## src/rtl/ros_pkg.sv

```systemverilog
// Shared types for the readout sequencer.
package ros_pkg;
    // Selects the ordering of bus release at the end of a frame.
    typedef enum logic {
        MODE_DAISY   = 1'b0,
        MODE_CASCADE = 1'b1
    } rd_mode_e;
endpackage

```

## src/rtl/ros_window.sv

```systemverilog
// Tracks cycles since the last conversion start and reports whether the
// present cycle lies before or inside the forbidden read-start window.
// Assumes win_lo_i <= win_hi_i and that both stay steady during a conversion.
module ros_window #(
    parameter int CNT_W = 8
) (
    input  logic             clk,
    input  logic             rst_n,
    input  logic             conv_start_i,
    input  logic [CNT_W-1:0] win_lo_i,
    input  logic [CNT_W-1:0] win_hi_i,
    output logic             before_o,
    output logic             inside_o
);
    logic             run_q;
    logic [CNT_W-1:0] cnt_q;

    // Restart the count on a conversion start and saturate it at the window end.
    always_ff @(posedge clk) begin
        if (!rst_n) begin
            run_q <= 1'b0;
            cnt_q <= '0;
        end else if (conv_start_i) begin
            run_q <= 1'b1;
            cnt_q <= '0;
        end else if (run_q && cnt_q < win_hi_i) begin
            cnt_q <= cnt_q + 1'b1;
        end
    end

    // Classify the present cycle against the window bounds.
    always_comb begin
        before_o = run_q && (cnt_q < win_lo_i);
        inside_o = run_q && (cnt_q >= win_lo_i) && (cnt_q < win_hi_i);
    end

    a_r8_window_exclusive: assert property (@(posedge clk) disable iff (!rst_n)
        inside_o |-> !before_o);
endmodule

```

## src/rtl/ros_results.sv

```systemverilog
// Holds the previous and current conversion results and selects one of them.
// A conversion start moves current into previous; a done pulse loads current.
module ros_results #(
    parameter int DATA_W = 16
) (
    input  logic              clk,
    input  logic              rst_n,
    input  logic              conv_start_i,
    input  logic              conv_done_i,
    input  logic [DATA_W-1:0] conv_data_i,
    input  logic              use_prev_i,
    output logic [DATA_W-1:0] word_o
);
    logic [DATA_W-1:0] prev_q;
    logic [DATA_W-1:0] cur_q;

    // Age the current result on a start; load a fresh one on done.
    always_ff @(posedge clk) begin
        if (!rst_n) begin
            prev_q <= '0;
            cur_q  <= '0;
        end else begin
            if (conv_start_i) prev_q <= cur_q;
            if (conv_done_i)  cur_q  <= conv_data_i;
        end
    end

    // Pick the register the next frame should carry.
    always_comb word_o = use_prev_i ? prev_q : cur_q;
endmodule

```

## src/rtl/ros_frame.sv

```systemverilog
// Runs one read frame: captures the word and the mode at start, shifts the
// data MSB first from edge 2, raises sync and turns the outputs off at fixed
// edges, and drops bus-busy at the edge the latched mode calls for.
// Assumes start_i is only raised while act_o is low.
module ros_frame
    import ros_pkg::*;
#(
    parameter int DATA_W    = 16,
    parameter int SYNC_LEAD = 1,
    parameter int OFF_TAIL  = 1
) (
    input  logic              clk,
    input  logic              rst_n,
    input  logic              start_i,
    input  logic [DATA_W-1:0] word_i,
    input  rd_mode_e          mode_i,
    output logic              act_o,
    output logic              oe_o,
    output logic              sdo_o,
    output logic              sync_o,
    output logic              busy_o
);
    localparam int LAST_N = DATA_W + 2 + OFF_TAIL;
    localparam int EC_W   = $clog2(LAST_N + 1) + 1;
    localparam logic [EC_W-1:0] E_MSB    = EC_W'(2);
    localparam logic [EC_W-1:0] E_LSB    = EC_W'(DATA_W + 1);
    localparam logic [EC_W-1:0] E_SYNC   = EC_W'(DATA_W);
    localparam logic [EC_W-1:0] E_OFF    = EC_W'(DATA_W + 2);
    localparam logic [EC_W-1:0] E_FALL_D = EC_W'(DATA_W - SYNC_LEAD);
    localparam logic [EC_W-1:0] E_FALL_C = EC_W'(LAST_N);

    logic              act_q, oe_q, sdo_q, sync_q, busy_q;
    logic [EC_W-1:0]   ec_q;
    logic [DATA_W-1:0] sh_q;
    rd_mode_e          mode_q;
    logic [EC_W-1:0]   n;
    logic [EC_W-1:0]   fall_n;
    logic [EC_W-1:0]   last_n;

    // Number of the coming edge and the per-mode release and end edges.
    always_comb begin
        n      = ec_q + 1'b1;
        fall_n = (mode_q == MODE_CASCADE) ? E_FALL_C : E_FALL_D;
        last_n = (mode_q == MODE_CASCADE) ? E_FALL_C : E_OFF;
    end

    // Frame state machine keyed on the edge count since start.
    always_ff @(posedge clk) begin
        if (!rst_n) begin
            act_q  <= 1'b0;
            oe_q   <= 1'b0;
            sdo_q  <= 1'b0;
            sync_q <= 1'b0;
            busy_q <= 1'b0;
            ec_q   <= '0;
            sh_q   <= '0;
            mode_q <= MODE_DAISY;
        end else if (start_i) begin
            act_q  <= 1'b1;
            oe_q   <= 1'b1;
            busy_q <= 1'b1;
            sdo_q  <= 1'b0;
            sync_q <= 1'b0;
            ec_q   <= '0;
            sh_q   <= word_i;
            mode_q <= mode_i;
        end else if (act_q) begin
            ec_q <= n;
            if (n >= E_MSB && n <= E_LSB) begin
                sdo_q <= sh_q[DATA_W-1];
                sh_q  <= {sh_q[DATA_W-2:0], 1'b0};
            end
            if (n == E_SYNC) sync_q <= 1'b1;
            if (n == E_OFF) begin
                oe_q   <= 1'b0;
                sdo_q  <= 1'b0;
                sync_q <= 1'b0;
            end
            if (n == fall_n) busy_q <= 1'b0;
            if (n == last_n) act_q  <= 1'b0;
        end
    end

    assign act_o  = act_q;
    assign oe_o   = oe_q;
    assign sdo_o  = sdo_q;
    assign sync_o = sync_q;
    assign busy_o = busy_q;

    a_r4_quiet_when_off: assert property (@(posedge clk) disable iff (!rst_n)
        !oe_q |-> (!sdo_q && !sync_q));
    a_r5_sync_in_frame: assert property (@(posedge clk) disable iff (!rst_n)
        sync_q |-> oe_q);
    a_r6_daisy_early_release: assert property (@(posedge clk) disable iff (!rst_n)
        ($fell(busy_q) && mode_q == MODE_DAISY) |-> (oe_q && !sync_q));
    a_r7_cascade_late_release: assert property (@(posedge clk) disable iff (!rst_n)
        ($fell(busy_q) && mode_q == MODE_CASCADE) |-> (!oe_q && $past(!oe_q)));
    a_r12_mode_held: assert property (@(posedge clk) disable iff (!rst_n)
        act_q |=> $stable(mode_q));
endmodule

```

## src/rtl/adc_readout_seq.sv

```systemverilog
// Top of the readout sequencer. Accepts read requests, defers those that
// land in the forbidden window (pulsing a violation flag), picks the
// previous or current result and hands it to the frame engine.
// Assumes one request pulse per intended read.
module adc_readout_seq
    import ros_pkg::*;
#(
    parameter int DATA_W    = 16,
    parameter int CNT_W     = 8,
    parameter int SYNC_LEAD = 1,
    parameter int OFF_TAIL  = 1
) (
    input  logic              clk,
    input  logic              rst_n,
    input  logic              mode_i,
    input  logic [CNT_W-1:0]  win_lo_i,
    input  logic [CNT_W-1:0]  win_hi_i,
    input  logic              conv_start_i,
    input  logic              conv_done_i,
    input  logic [DATA_W-1:0] conv_data_i,
    input  logic              read_req_i,
    output logic              sdo_o,
    output logic              sync_o,
    output logic              oe_o,
    output logic              bus_busy_o,
    output logic              read_viol_o
);
    logic              before_w, inside_w, act_w, start_w;
    logic              pend_q, viol_q;
    logic [DATA_W-1:0] word_w;

    ros_window #(.CNT_W(CNT_W)) u_win (
        .clk(clk), .rst_n(rst_n), .conv_start_i(conv_start_i),
        .win_lo_i(win_lo_i), .win_hi_i(win_hi_i),
        .before_o(before_w), .inside_o(inside_w)
    );

    ros_results #(.DATA_W(DATA_W)) u_res (
        .clk(clk), .rst_n(rst_n), .conv_start_i(conv_start_i),
        .conv_done_i(conv_done_i), .conv_data_i(conv_data_i),
        .use_prev_i(before_w), .word_o(word_w)
    );

    // A frame starts for a live or held request once outside the window.
    always_comb start_w = (read_req_i || pend_q) && !inside_w && !act_w;

    // Hold a request made inside the window and flag it once.
    always_ff @(posedge clk) begin
        if (!rst_n) begin
            pend_q <= 1'b0;
            viol_q <= 1'b0;
        end else begin
            viol_q <= read_req_i && inside_w && !pend_q && !act_w;
            if (start_w)
                pend_q <= 1'b0;
            else if (read_req_i && inside_w && !act_w)
                pend_q <= 1'b1;
        end
    end

    ros_frame #(.DATA_W(DATA_W), .SYNC_LEAD(SYNC_LEAD), .OFF_TAIL(OFF_TAIL)) u_frm (
        .clk(clk), .rst_n(rst_n), .start_i(start_w), .word_i(word_w),
        .mode_i(rd_mode_e'(mode_i)), .act_o(act_w), .oe_o(oe_o),
        .sdo_o(sdo_o), .sync_o(sync_o), .busy_o(bus_busy_o)
    );

    assign read_viol_o = viol_q;

    a_r8_viol_single: assert property (@(posedge clk) disable iff (!rst_n)
        viol_q |=> !viol_q);
    a_r8_no_start_inside: assert property (@(posedge clk) disable iff (!rst_n)
        $rose(oe_o) |-> !$past(inside_w));
    a_r2_start_state: assert property (@(posedge clk) disable iff (!rst_n)
        $rose(oe_o) |-> (bus_busy_o && !sync_o));
endmodule

```

## config.mk

```make
export PLATFORM = sky130hd
export DESIGN_NAME = adc_readout_seq
export DESIGN_NICKNAME = d
export VERILOG_FILES = /design/src/rtl/ros_pkg.sv /design/src/rtl/ros_window.sv /design/src/rtl/ros_results.sv /design/src/rtl/ros_frame.sv /design/src/rtl/adc_readout_seq.sv
export SDC_FILE = /design/constraint.sdc
export NUM_CORES = 1
export LEC_CHECK = 0
export CELL_PAD_IN_SITES_DETAIL_PLACEMENT = 2
export CELL_PAD_IN_SITES_GLOBAL_PLACEMENT = 2
export CORE_MARGIN = 5
export CORE_UTILIZATION = 35
export DETAILED_ROUTE_END_ITERATION = 7
export HOLD_SLACK_MARGIN = 0.1
export PLACE_DENSITY = 0.83
export REMOVE_ABC_BUFFERS = 1
export SKIP_CTS_REPAIR_TIMING = 1
export SYNTH_ARGS = -nofsm -noshare
export SYNTH_HDL_FRONTEND = slang
export SYNTH_SLANG_ARGS = --single-unit
```

## constraint.sdc

```tcl
create_clock -name clk -period 5.3 [get_ports clk]
set_input_delay 0.795 -clock clk [delete_from_list [all_inputs] [get_ports clk]]
set_output_delay 0.795 -clock clk [all_outputs]
set_load 0.02 [all_outputs]
```

==> flow_metrics.py <==
metrics = {
    "logic_synthesis": {
        "synth_top_family_by_area": "compound AO/OA/AOI/OAI gates",
        "yosys.area.top_type": "dfxtp_1",
        "synth_simple_gate_area_frac": 0.140,
        "synth_xor_area_frac": 0.0347,
        "syn-mean-instance-area_um2": 9.40,
        "ys_seq_area_frac": 0.375,
        "yosys-top-cells-area": "dfxtp_1 (38%), mux2i_1 (13%), ha_1 (6.9%), nor2_1 (5.2%), o41ai_1 (3.7%)",
        "netlist_instances": 403,
        "yosysWarnings": 0,
        "synth-seq-cells": 71,
        "yosysUniqueCellTypes": 57,
        "synth-compound-area-share": 0.186,
        "synth_edf_count": 0,
        "synthAdderAreaFrac": 0.0693,
        "synth_mux_area_frac": 0.132,
        "async_flop_share": 0,
        "synth.top_cell.area_share": 0.375,
        "syn-cell-area_um2": 3790,
        "synth_ff_type": "dfxtp_1",
    },
    "global_routing": {
        "grt_pass1_vias": 3346,
        "antenna_found_initial": 0,
        "grt_max_degree": 36,
        "gr-total-overflow": 0,
        "grt_pass1_wl_mm": 16.2,
        "grt_use_total": 0.153,
    },
    "routing": {
        "drtIter0Drc": 75,
        "num_vias": 2997,
        "viasPerCell": 5.21,
        "wl_mm": 9.29,
        "drc": 0,
        "routedWlPerCell_um": 16.2,
        "postRouteAntennaNets": 0,
        "dr.pass1.iters": 4,
    },
    "die": {
        "fp.dieArea_um2": 13000,
        "core-area_um2": 10700,
        "initial_core_util": 0.353,
        "die_h_um": 114,
        "die_w_um": 114,
        "boundaryPins": 43,
        "fp-row-count": 38,
    },
    "worst_setup_path": {
        "crit_fanout": 21,
        "r2r_slack_ns": 2.08,
        "r2r_cells": 7,
        "critPathBufInv": 2,
        "cp_data_arrival_time_ns": 4.00,
        "cpMaxStageDelayCell": "or2_1",
        "path_depth": 9,
        "r2r_end": "u_frm.sh_q[0]",
        "cp-end-kind": "flop",
        "path_class": "in -> reg",
        "crit_path_start_kind": "input pin",
        "cp_top_family": "compound AO/OA/AOI/OAI gates",
        "crit_required_ns": 5.60,
        "crit_chain": "clkdlybuf4s50_1 > inv_1 > ha_1 > a211oi_2 > o21ai_2 > a2111oi_4 > o21a_4 > or2_1 > a41o_1",
        "cpPeakStageDelay_ns": 0.70,
        "r2r-start": "u_win.cnt_q[3]",
    },
    "final_layout": {
        "utilization": 0.416,
        "n_antenna_cell": 0,
        "final_nets": 489,
        "fin_area_um2": 4470,
        "synthToLayoutAreaGrowth_pct": 18.0,
        "drive_gt1_frac": 0.0966,
    },
    "timing": {
        "final.setup_skew_ns": 0.00480,
        "hold_violations": 0,
        "setup_viol": 0,
        "finalSetupTns_ns": 0,
        "fmax_mhz": 270,
        "rsz0062_at_grt": "no",
        "relSlewSlack": 0.197,
        "finalCriticalPeriod_ns": 3.70,
        "worst_pin_slew_ns": 1.20,
        "drv_slew": 0,
        "fin_crit_sh": 0.699,
        "holdWs_ns": 0.470,
    },
    "clock_tree": {
        "clkTransAtPathRegs_ns": 0.08,
        "cts_tree": "done",
        "clock-sinks": 71,
        "htreeDepth": 3,
        "clockRootBuffer": "clkbuf_8",
        "cts_made_buffers": 9,
        "clock_latency_ns": 0.36,
        "cts_buffer_depth": 2,
    },
    "power": {
        "p_int_uw": 903,
        "seq_power_share": 0.479,
        "switching_power_uw": 315,
        "power-per-cell-area_nw_per_um2": 272,
        "pwr-share-clk": 0.390,
        "peakVddDrop_mv": 0.134,
        "pwr-share-comb": 0.131,
        "swShare": 0.259,
        "power.leakage_uw": 0.00192,
    },
    "hold_path": {
        "whs_endpoint": "u_win.run_q",
        "hold_depth": 2,
        "hold_path.class": "reg -> reg",
        "hold_start": "u_win.run_q",
    },
    "placed_design": {
        "port-buffer-count": 42,
        "place_congestion": 0.779,
        "dpl_cell_area_um2": 4260,
        "dpl.hpwl_mm": 6.63,
    },
    "outcome": {
        "status": "finished, final reports clean",
    },
    "job": {
        "drv_cap": 0,
    },
}
worst max-delay path by stage:
stage	startpoint	endpoint	slack, ns
floorplan	win_hi_i[3]	u_frm.sh_q[0]	2.14
global placement	win_hi_i[3]	u_frm.sh_q[0]	1.38
detailed placement	win_hi_i[3]	u_frm.sh_q[0]	1.20
CTS	win_hi_i[3]	u_frm.sh_q[0]	1.59
global route	win_hi_i[3]	u_frm.sh_q[0]	1.40
finish	win_hi_i[3]	u_frm.sh_q[0]	1.60
power groups by stage:
stage,clock network [uW],registers (uW),logic (uW)
CTS,490,584,162
floorplan,0,589,93.3
detailed placement,0,596,161
finish,476,583,160
global route,512,588,177
global placement,0,594,153
per-stage QoR:
step	total power, uW	instances	worst slack, ns
after detailed placement	757	559	1.20
after global placement	746	559	1.38
after global routing	1280	575	1.40
after CTS	1240	575	1.59
after floorplan	683	373	2.14
final	1220	575	1.60
flip-flops by register name, summed over array words and instances, names as in the netlist, 6 cells and up:
name and cells:
u_frm.sh_q 16, u_res.cur_q 16, u_res.prev_q 16, u_win.cnt_q 8, u_frm.ec_q 6
cell usage after synthesis, types with 2 or more instances:
cell / n
xor2_1: 11
mux2i_1: 50
nand2_1: 12
nor2_1: 52
ha_1: 21
a21boi_0: 15
a211o_1: 2
clkbuf_1: 20
nor3_1: 2
dfxtp_1: 71
a21oi_2: 10
o41ai_1: 16
o21ai_0: 6
nor2b_1: 4
and3_1: 17
inv_1: 20
a31oi_1: 2
buf_1: 2
nand2b_1: 3
o211ai_1: 3
xnor2_1: 4
buf_2: 3
nand4_1: 9
buf_6: 2
a21oi_1: 13
nand3_1: 2
logic make-up (layout without fill, tap and decap cells):
group,Yosys count,after routing
and+or+nand+nor,109,109
AOI/OAI and AO/OA,86,86
buffers and inverters,51,83
adders and majority gates,21,21
DFF,71,71
xor gates and xnor gates,15,15
muxes,50,50
cell usage in the layout, fill, tap and decap left out, types with 2 or more instances in the layout:
cell type and instances:
dfxtp_1 71, nor2_1 52, mux2i_1 50, clkdlybuf4s50_1 42, ha_1 21, inv_1 20
and3_1 17, o41ai_1 16, a21boi_0 15, a21oi_1 13, nand2_1 12, xor2_1 11
a21oi_2 10, nand4_1 9, clkbuf_8 9, o21ai_0 6, nor2b_1 4, xnor2_1 4
buf_4 4, o211ai_1 3, nand2b_1 3, a31oi_1 2, a211o_1 2, nand3_1 2
nor3_1 2, clkinvlp_4 2, clkinv_2 2, bufinv_16 2
layer usage:
metal,vias to the layer above,part of all wire,global-route usage
met2,39,0.50,0.267
met4,0,0.012,0.0428
met5,-,0,0
li1,1488,-,-
met3,9,0.032,0.0386
met1,1461,0.45,0.186
final cells by class:
class	instances	area [um^2]
Timing Repair Buffer	46	450
Fill cell	1204	6270
Clock inverter	6	85.1
Multi-Input combinational cell	281	2130
Tap cell	140	175
Clock buffer	10	128
Sequential cell	71	1420
Inverter	21	78.8
worst register-to-register path, cell delays in order (launching register included):
cell	delay, ns
dfxtp_1	0.47
ha_1	0.31
a211oi_2	0.25
o21ai_2	0.10
a2111oi_4	0.65
o21a_4	0.40
or2_1	0.71
a41o_1	0.29
(Power assumes the default switching activity.)
